### config.mk
export PLATFORM = sky130hd
export DESIGN_NAME = ir_tx_cond
export DESIGN_NICKNAME = d
export VERILOG_FILES = /design/src/rtl/ir_txc_pkg.sv /design/src/rtl/ir_carrier_gen.sv /design/src/rtl/ir_tx_shaper.sv /design/src/rtl/ir_out_mux.sv /design/src/rtl/ir_tx_cond.sv
export SDC_FILE = /design/constraint.sdc
export NUM_CORES = 1
export LEC_CHECK = 0
export CAP_MARGIN = 20
export CELL_PAD_IN_SITES_DETAIL_PLACEMENT = 0
export CELL_PAD_IN_SITES_GLOBAL_PLACEMENT = 1
export CORE_AREA = 10 10 53 55
export DETAILED_ROUTE_END_ITERATION = 7
export DIE_AREA = 0 0 63 65
export GPL_TIMING_DRIVEN = 0
export PLACE_DENSITY = 0.83
export SYNTH_ARGS = -nofsm -noshare
export SYNTH_HDL_FRONTEND = slang
export SYNTH_HIERARCHICAL = 1
export SYNTH_SLANG_ARGS = --single-unit
### constraint.sdc
create_clock -name clk -period 2.25 [get_ports clk]
set_input_delay 0.675 -clock clk [delete_from_list [all_inputs] [get_ports clk]]
set_output_delay 0.675 -clock clk [all_outputs]
set_load 0.05 [all_outputs]
### src/rtl/ir_txc_pkg.sv
package ir_txc_pkg;
  typedef enum logic [1:0] {
    SRC_UART     = 2'b00,
    SRC_GPO      = 2'b01,
    SRC_PULSE    = 2'b10,
    SRC_UART_ALT = 2'b11
  } src_sel_e;
endpackage

### src/rtl/ir_carrier_gen.sv
module ir_carrier_gen #(
  parameter int PERIOD = 129,
  parameter int DUTY_W = 2,
  localparam int CW = $clog2(PERIOD)
) (
  input  logic              clk,
  input  logic              rst_n,
  input  logic              run,
  input  logic [DUTY_W-1:0] duty_sel,
  output logic [CW-1:0]     cnt,
  output logic              car_low
);
  localparam int NDUTY = 1 << DUTY_W;
  localparam logic [CW-1:0] LAST = CW'(PERIOD - 1);

  logic [CW-1:0] low_tbl [NDUTY];

  for (genvar g = 0; g < NDUTY; g++) begin : g_low
    assign low_tbl[g] = CW'(PERIOD >> (g + 1));
  end

  always_ff @(posedge clk or negedge rst_n) begin
    if (!rst_n)          cnt <= '0;
    else if (!run)       cnt <= '0;
    else if (cnt == LAST) cnt <= '0;
    else                 cnt <= cnt + 1'b1;
  end

  assign car_low = cnt < low_tbl[duty_sel];
endmodule

### src/rtl/ir_tx_shaper.sv
module ir_tx_shaper (
  input  logic run,
  input  logic txd,
  input  logic car_low,
  input  logic inv,
  output logic shaped
);
  logic raw;
  always_comb begin
    if (run && !txd) raw = !car_low;
    else             raw = txd;
    shaped = raw ^ inv;
  end
endmodule

### src/rtl/ir_out_mux.sv
module ir_out_mux
  import ir_txc_pkg::*;
#(
  parameter int SEL_W = 2
) (
  input  logic             clk,
  input  logic             rst_n,
  input  logic [SEL_W-1:0] sel,
  input  logic             uart_path,
  input  logic             gpo,
  input  logic             pulse,
  output logic             pin
);
  logic nxt;
  always_comb begin
    unique case (src_sel_e'(sel))
      SRC_GPO:   nxt = gpo;
      SRC_PULSE: nxt = pulse;
      default:   nxt = uart_path;
    endcase
  end

  always_ff @(posedge clk or negedge rst_n) begin
    if (!rst_n) pin <= 1'b1;
    else        pin <= nxt;
  end
endmodule

### src/rtl/ir_tx_cond.sv
module ir_tx_cond #(
  parameter int PERIOD = 129,
  parameter int DUTY_W = 2,
  parameter int SEL_W  = 2
) (
  input  logic              clk,
  input  logic              rst_n,
  input  logic              uart_txd,
  input  logic              gpo_bit,
  input  logic              epulse,
  input  logic              lowpwr,
  input  logic              mod_en,
  input  logic [DUTY_W-1:0] duty_sel,
  input  logic              tx_inv,
  input  logic              rx_inv,
  input  logic [SEL_W-1:0]  out_sel,
  input  logic              rx_pin,
  output logic              rx_to_uart,
  output logic              tx_pin
);
  localparam int CW = $clog2(PERIOD);

  logic          mod_run;
  logic [CW-1:0] car_cnt;
  logic          car_low;
  logic          uart_path;

  // low-power mode overrides the modulation request
  assign mod_run = mod_en && !lowpwr;

  ir_carrier_gen #(.PERIOD(PERIOD), .DUTY_W(DUTY_W)) u_car (
    .clk(clk), .rst_n(rst_n), .run(mod_run), .duty_sel(duty_sel),
    .cnt(car_cnt), .car_low(car_low)
  );

  ir_tx_shaper u_shp (
    .run(mod_run), .txd(uart_txd), .car_low(car_low), .inv(tx_inv),
    .shaped(uart_path)
  );

  ir_out_mux #(.SEL_W(SEL_W)) u_mux (
    .clk(clk), .rst_n(rst_n), .sel(out_sel), .uart_path(uart_path),
    .gpo(gpo_bit), .pulse(epulse), .pin(tx_pin)
  );

  assign rx_to_uart = rx_pin ^ rx_inv;
endmodule

==> results of run 1 <==
[path summary, 6_finish.rpt]
check | slack [ns] | start | cells past startpoint | to
setup / recovery | 0.06 | rx_pin | 3 | rx_to_uart
hold / removal | 0.53 | u_car/cnt[0]$_DFF_PN0_ | 1 | u_car/cnt[0]$_DFF_PN0_
setup reg to reg | 0.40 | u_car/cnt[5]$_DFF_PN0_ | 8 | u_mux/pin$_DFF_PN1_
hold reg to reg | 0.53 | u_car/cnt[0]$_DFF_PN0_ | 1 | u_car/cnt[0]$_DFF_PN0_
max in group asynchronous | 1.22 | rst_n | 1 | u_mux/pin$_DFF_PN1_
min in group asynchronous | 0.71 | rst_n | 1 | u_car/cnt[2]$_DFF_PN0_
[layout make-up]
class                   count  area (um^2)  share of cell area
inverters                   9         33.8              0.0408
multi-input cells          47          365               0.442
well taps                  27         33.8              0.0408
flip-flops and latches      9          226               0.274
clock buffers               4         26.3              0.0318
repair buffers             15          141               0.171
[timing repair]
item                                    CTS  global route
gates resized for setup                   8            10
hold endpoints to repair                  0             0
buffers inserted                          0             0
endpoints found under the setup margin    3             2
pin swaps                                 2             4
hold buffers                              0             0
[state kept, by name, summed over array words and instances (netlist names)]
name and flops:
u_car/cnt 8, u_mux/pin 1
[cells in the mapped netlist]
cell type,n,area (um^2)
nand2_1,2,7.51
xor2_1,2,17.5
dfstp_2,1,26.3
xnor2_1,3,26.3
nand3_1,5,25.0
a21oi_1,3,15.0
a2111oi_0,1,8.76
or2_2,1,6.26
o21ai_1,1,5.00
or3_1,3,18.8
nand2b_1,2,12.5
nor2b_1,1,6.26
a41o_1,1,10.0
o21ai_0,3,15.0
a31oi_1,1,6.26
nor2_1,6,22.5
nor3_1,1,5.00
ha_1,7,87.6
a22oi_1,1,7.51
inv_1,9,33.8
a21o_1,1,7.51
nand4_2,1,12.5
dfrtp_1,8,200
a21oi_2,1,8.76
[cells by family (layout without fill, tap and decap cells)]
kind of cell / after synthesis / count (layout) / synth area share
xor+xnor: 5 / 5 / 0.0740
buf+inv: 9 / 28 / 0.0571
fa+ha+maj: 7 / 7 / 0.148
flops: 9 / 9 / 0.383
simple gates: 22 / 22 / 0.197
compound gates: 13 / 13 / 0.142
[metal layers]
metal / wire, um / vias up
li1: - / 260
met5: 0 / -
met2: 615 / 10
met1: 594 / 228
met3: 52 / 4
met4: 27 / 0
[metrics by stage]
| stage | worst slack [ns] | hold WS (ns) |
|---|---|---|
| after floorplan | 0.0398 | 0.379 |
| after global placement | -0.577 | 0.528 |
| after detailed placement | -0.545 | 0.526 |
| after CTS | 0.00110 | 0.535 |
| after global routing | 0.0148 | 0.570 |
| final | 0.0557 | 0.532 |
[power by group through the flow]
| stage | combinational, mW | sequential (mW) | clock, mW |
|---|---|---|---|
| after floorplan | 0.0303 | 0.183 | 0 |
| after global routing | 0.0896 | 0.171 | 0.140 |
| after CTS | 0.0764 | 0.171 | 0.131 |
| after detailed placement | 0.0810 | 0.174 | 0 |
| after global placement | 0.0796 | 0.174 | 0 |
| final | 0.0827 | 0.171 | 0.125 |
[critical path, delay by kind of cell]
family                 cells  cell delay (ns)
XOR/XNOR                   1             0.15
buffers and inverters      2             0.69
==> flow_metrics.py, run 1 <==
metrics = {
    "setup_path": {
        "end_kind": "output port",
        "cp.required_ns": 1.57,
        "slowest_stage": "clkdlybuf4s50_1",
        "arrival_ns": 1.52,
        "worstSetupPathType": "in2out",
        "worstPathCellList": "clkdlybuf4s50_1 > xor2_1 > buf_4",
        "critPathMaxFanout": 1,
        "worst_setup_path_start_kind": "input port",
        "cp_slowest_stage_delay_ns": 0.47,
    },
    "cells_and_area": {
        "final_common_cell": "clkdlybuf4s50_1",
        "final_area_um2": 827,
        "antenna_cells": 0,
        "finish.utilization": 0.444,
        "num-fill-cells": 187,
        "synthToLayoutAreaGrowth_pct": 39.7,
        "drive_above_1_share": 0.131,
        "fin_cells": 111,
        "final_cell_mix": "11 x clkdlybuf4s50_1, 9 x inv_1, 8 x dfrtp_1, 6 x nor2_1, 6 x ha_1",
        "fin_nets": 106,
    },
    "routing": {
        "drc_errors": 0,
        "postRouteAntennaNets": 0,
        "vias_per_cell": 4.52,
        "wire_per_inst_um": 11.6,
        "drtIter0Drc": 8,
        "vias": 502,
        "routed_wl_mm": 1.29,
        "drtPass1Iterations": 4,
    },
    "pwr": {
        "swShare": 0.269,
        "power.total_mw": 0.379,
        "total_leakage_power_nw": 0.364,
        "p_switching_mw": 0.102,
        "intPower_mw": 0.277,
        "seq_power_share": 0.451,
        "ir_drop_mv": 0.228,
        "cellPowerDensity_nw_per_um2": 458,
        "pwr-share-comb": 0.218,
        "pwr-share-clk": 0.331,
    },
    "run_status": {
        "run_status": "completed",
    },
    "sta": {
        "hold_viol": 0,
        "rsz0062_at_grt": "false",
        "finalCritPeriodShare": 0.975,
        "timing.fmax_mhz": 456,
        "finClkSkew_ns": 0.000543,
        "setup_viol": 0,
        "drv_slew": 0,
        "finalCriticalPeriod_ns": 2.19,
        "worst_pin_slew_ns": 0.490,
        "maxSlewHeadroom": 0.675,
        "finalSetupTns_ns": 0,
    },
    "clock_tree": {
        "cts_htree_levels": 1,
        "cts_tree": "done",
        "cts_root_buf": "clkbuf_4",
        "cts_buffer_depth": 2,
        "clk_latency_ns": 0.26,
        "cts_sinks": 9,
        "cts_buffers": 3,
        "path_clk_slew_ns": 0.06,
    },
    "job": {
        "drv_cap": 0,
    },
    "global_route": {
        "grt_pass1_vias": 545,
        "antenna_found_initial": 0,
        "grt_overflow": 0,
        "use_met3": 0.0189,
        "grt_start_max_net_pins": 10,
        "use_met2": 0.112,
        "grt_pass1_wl_mm": 2.30,
        "grtUsageMet1": 0.0768,
        "busiest_layer": "met2",
        "track_usage": 0.0691,
    },
    "yosys": {
        "synth-seq-cells": 9,
        "synth.distinct_cells": 24,
        "syn-num-nets": 86,
        "synth-seq-area-share": 0.383,
        "synth_area_per_cell_um2": 9.10,
        "yosysWarnings": 6,
        "netlist_area_um2": 592,
        "synthCells": 65,
    },
    "placed_design": {
        "port_buffers": 15,
        "place_congestion": 0.712,
        "post_dp_cell_area_um2": 776,
        "dp.cells": 107,
        "dp_hpwl_mm": 1.02,
    },
    "floorplanning": {
        "die-height_um": 65,
        "die-area_um2": 4100,
        "top_level_ports": 16,
        "chipWidth_um": 63,
        "placementRows": 16,
        "start_util": 0.318,
        "design.core.area_um2": 1860,
    },
    "min_path": {
        "hold_class": "reg2reg",
    },
}
Note: power is estimated with default switching activity, not from simulation.
==> run 2, diff against run 1 <==
--- a/config.mk
+++ b/config.mk
@@ -5,7 +5,6 @@
 export SDC_FILE = /design/constraint.sdc
 export NUM_CORES = 1
 export LEC_CHECK = 0
-export CAP_MARGIN = 20
 export CELL_PAD_IN_SITES_DETAIL_PLACEMENT = 0
 export CELL_PAD_IN_SITES_GLOBAL_PLACEMENT = 1
 export CORE_AREA = 10 10 53 55
==> results of run 2 <==
Final layout, timing and power as in run 1 (identical DEF).
==> run 3, diff against run 2 <==
--- a/config.mk
+++ b/config.mk
@@ -7,11 +7,12 @@
 export LEC_CHECK = 0
 export CELL_PAD_IN_SITES_DETAIL_PLACEMENT = 0
 export CELL_PAD_IN_SITES_GLOBAL_PLACEMENT = 1
-export CORE_AREA = 10 10 53 55
+export CORE_AREA = 10 10 49 60
 export DETAILED_ROUTE_END_ITERATION = 7
-export DIE_AREA = 0 0 63 65
+export DIE_AREA = 0 0 59 70
 export GPL_TIMING_DRIVEN = 0
-export PLACE_DENSITY = 0.83
+export PLACE_DENSITY = 0.82
+export RECOVER_POWER = 25
 export SYNTH_ARGS = -nofsm -noshare
 export SYNTH_HDL_FRONTEND = slang
 export SYNTH_HIERARCHICAL = 1
==> flow_metrics.py, run 3 (synthesis results as in run 1) <==
metrics = {
    "routing": {
        "drtIter0Drc": 5,
        "vias": 511,
        "postRouteAntennaNets": 0,
        "vias_per_cell": 4.91,
        "routed_wl_mm": 1.33,
        "drc_errors": 0,
        "wire_per_inst_um": 12.8,
        "drtPass1Iterations": 4,
    },
    "placed_design": {
        "place_congestion": 0.722,
        "post_dp_cell_area_um2": 767,
        "port_buffers": 15,
        "dp_hpwl_mm": 1.06,
    },
    "min_path": {
        "hold_class": "reg2reg",
        "worstHoldStart": "u_car/cnt[0]$_DFF_PN0_",
        "whs_path_depth": 1,
        "holdPathEnd": "u_car/cnt[0]$_DFF_PN0_",
    },
    "cells_and_area": {
        "synthToLayoutAreaGrowth_pct": 38.9,
        "fin_nets": 106,
        "finish.utilization": 0.435,
        "final_cell_mix": "10 x clkdlybuf4s50_1, 9 x inv_1, 8 x dfrtp_1, 6 x nor2_1, 6 x ha_1",
        "antenna_cells": 0,
        "final_area_um2": 822,
        "top_regs": "u_car/cnt: 8 flops, u_mux/pin: 1 flops",
        "largest_reg_flops": 8,
        "final_common_cell": "clkdlybuf4s50_1",
        "drive_above_1_share": 0.167,
        "num-fill-cells": 197,
        "regMostFlops": "u_car/cnt",
    },
    "global_route": {
        "track_usage": 0.0685,
        "grt_pass1_wl_mm": 2.32,
        "antenna_found_initial": 0,
        "grt_overflow": 0,
        "grt_start_max_net_pins": 10,
        "grt_pass1_vias": 504,
    },
    "floorplanning": {
        "design.core.area_um2": 1890,
        "die-height_um": 70,
        "placementRows": 18,
        "top_level_ports": 16,
        "die-area_um2": 4130,
        "chipWidth_um": 59,
        "start_util": 0.313,
    },
    "sta": {
        "maxSlewHeadroom": 0.666,
        "timing.fmax_mhz": 454,
        "drv_slew": 0,
        "hold_viol": 0,
        "worst_pin_slew_ns": 0.503,
        "finalSetupTns_ns": 0,
        "hold_slack_ns": 0.552,
        "setup_viol": 0,
        "rsz0062_at_grt": "false",
        "finalCriticalPeriod_ns": 2.20,
        "finClkSkew_ns": 0.00239,
        "finalCritPeriodShare": 0.978,
    },
    "setup_path": {
        "cp_slowest_stage_delay_ns": 0.47,
        "cp.required_ns": 1.57,
        "end_kind": "output port",
        "slowest_stage": "clkdlybuf4s50_1",
        "worstSetupPathType": "in2out",
        "arrival_ns": 1.53,
        "crit_family": "buffers and inverters",
        "r2r-start": "u_car/cnt[5]$_DFF_PN0_",
        "critPathMaxFanout": 1,
        "worstPathCellList": "clkdlybuf4s50_1 > xor2_1 > clkbuf_4",
        "cp.buffers_inverters": 2,
        "r2r-end": "u_mux/pin$_DFF_PN1_",
        "worst_setup_path_start_kind": "input port",
        "r2r_slack_ns": 0.43,
        "reg2reg_depth": 8,
    },
    "run_status": {
        "run_status": "completed",
    },
    "clock_tree": {
        "cts_tree": "done",
        "cts_buffers": 3,
        "cts_sinks": 9,
        "path_clk_slew_ns": 0.06,
        "clk_latency_ns": 0.26,
        "post-cts-setup-buffer-count": 0,
        "cts_buffer_depth": 2,
        "cts_root_buf": "clkbuf_4",
        "cts_htree_levels": 1,
    },
    "pwr": {
        "total_leakage_power_nw": 0.370,
        "ir_drop_mv": 0.270,
        "power.total_mw": 0.380,
        "cellPowerDensity_nw_per_um2": 462,
    },
    "job": {
        "drv_cap": 0,
    },
}
[run 3: report_power, final]
group	leakage [nW]	switching [mW]	internal, mW
Sequential	0.121	0.00322	0.168
Clock	0.0150	0.0568	0.0683
Combinational	0.234	0.0443	0.0395
Total	0.370	0.104	0.276
[run 3: how the worst max path moves through the flow]
| stage | from | end | slack [ns] | cells past startpoint |
|---|---|---|---|---|
| global route | rx_inv | rx_to_uart | 0.02 | 3 |
| finish | rx_pin | rx_to_uart | 0.05 | 3 |
| CTS | duty_sel[1] | u_mux/pin$_DFF_PN1_ | 0.02 | 10 |
| floorplan | duty_sel[1] | u_mux/pin$_DFF_PN1_ | 0.04 | 10 |
| global placement | duty_sel[1] | u_mux/pin$_DFF_PN1_ | -0.62 | 11 |
| detailed placement | duty_sel[1] | u_mux/pin$_DFF_PN1_ | -0.68 | 11 |
[run 3: cell type report]
type,count,area [um^2],share of cell area
Timing Repair Buffer,15,136,0.166
Clock buffer,4,26.3,0.0320
Sequential cell,9,226,0.275
Tap cell,20,25.0,0.0304
Inverter,9,33.8,0.0411
Multi-Input combinational cell,47,374,0.455
[run 3: per-stage QoR]
step                std cells  worst slack, ns
floorplan                  65           0.0398
global route              104           0.0151
detailed placement        100           -0.677
CTS                       104           0.0159
global placement          100           -0.622
finish                    104           0.0492
[run 3: what timing repair did]
action                                  4_1_cts  5_1_grt
endpoints found under the setup margin        3        2
pin swaps                                     1        3
gates resized for setup                      11        8
hold buffers                                  0        0
[run 3: metal layers]
layer  part of all wire  GRT usage  vias up
met5                  0          0        -
met4             0.0060     0.0230        0
met1               0.41     0.0789      236
met3              0.085     0.0235        2
met2               0.50      0.112       13
li1                   -          -      260
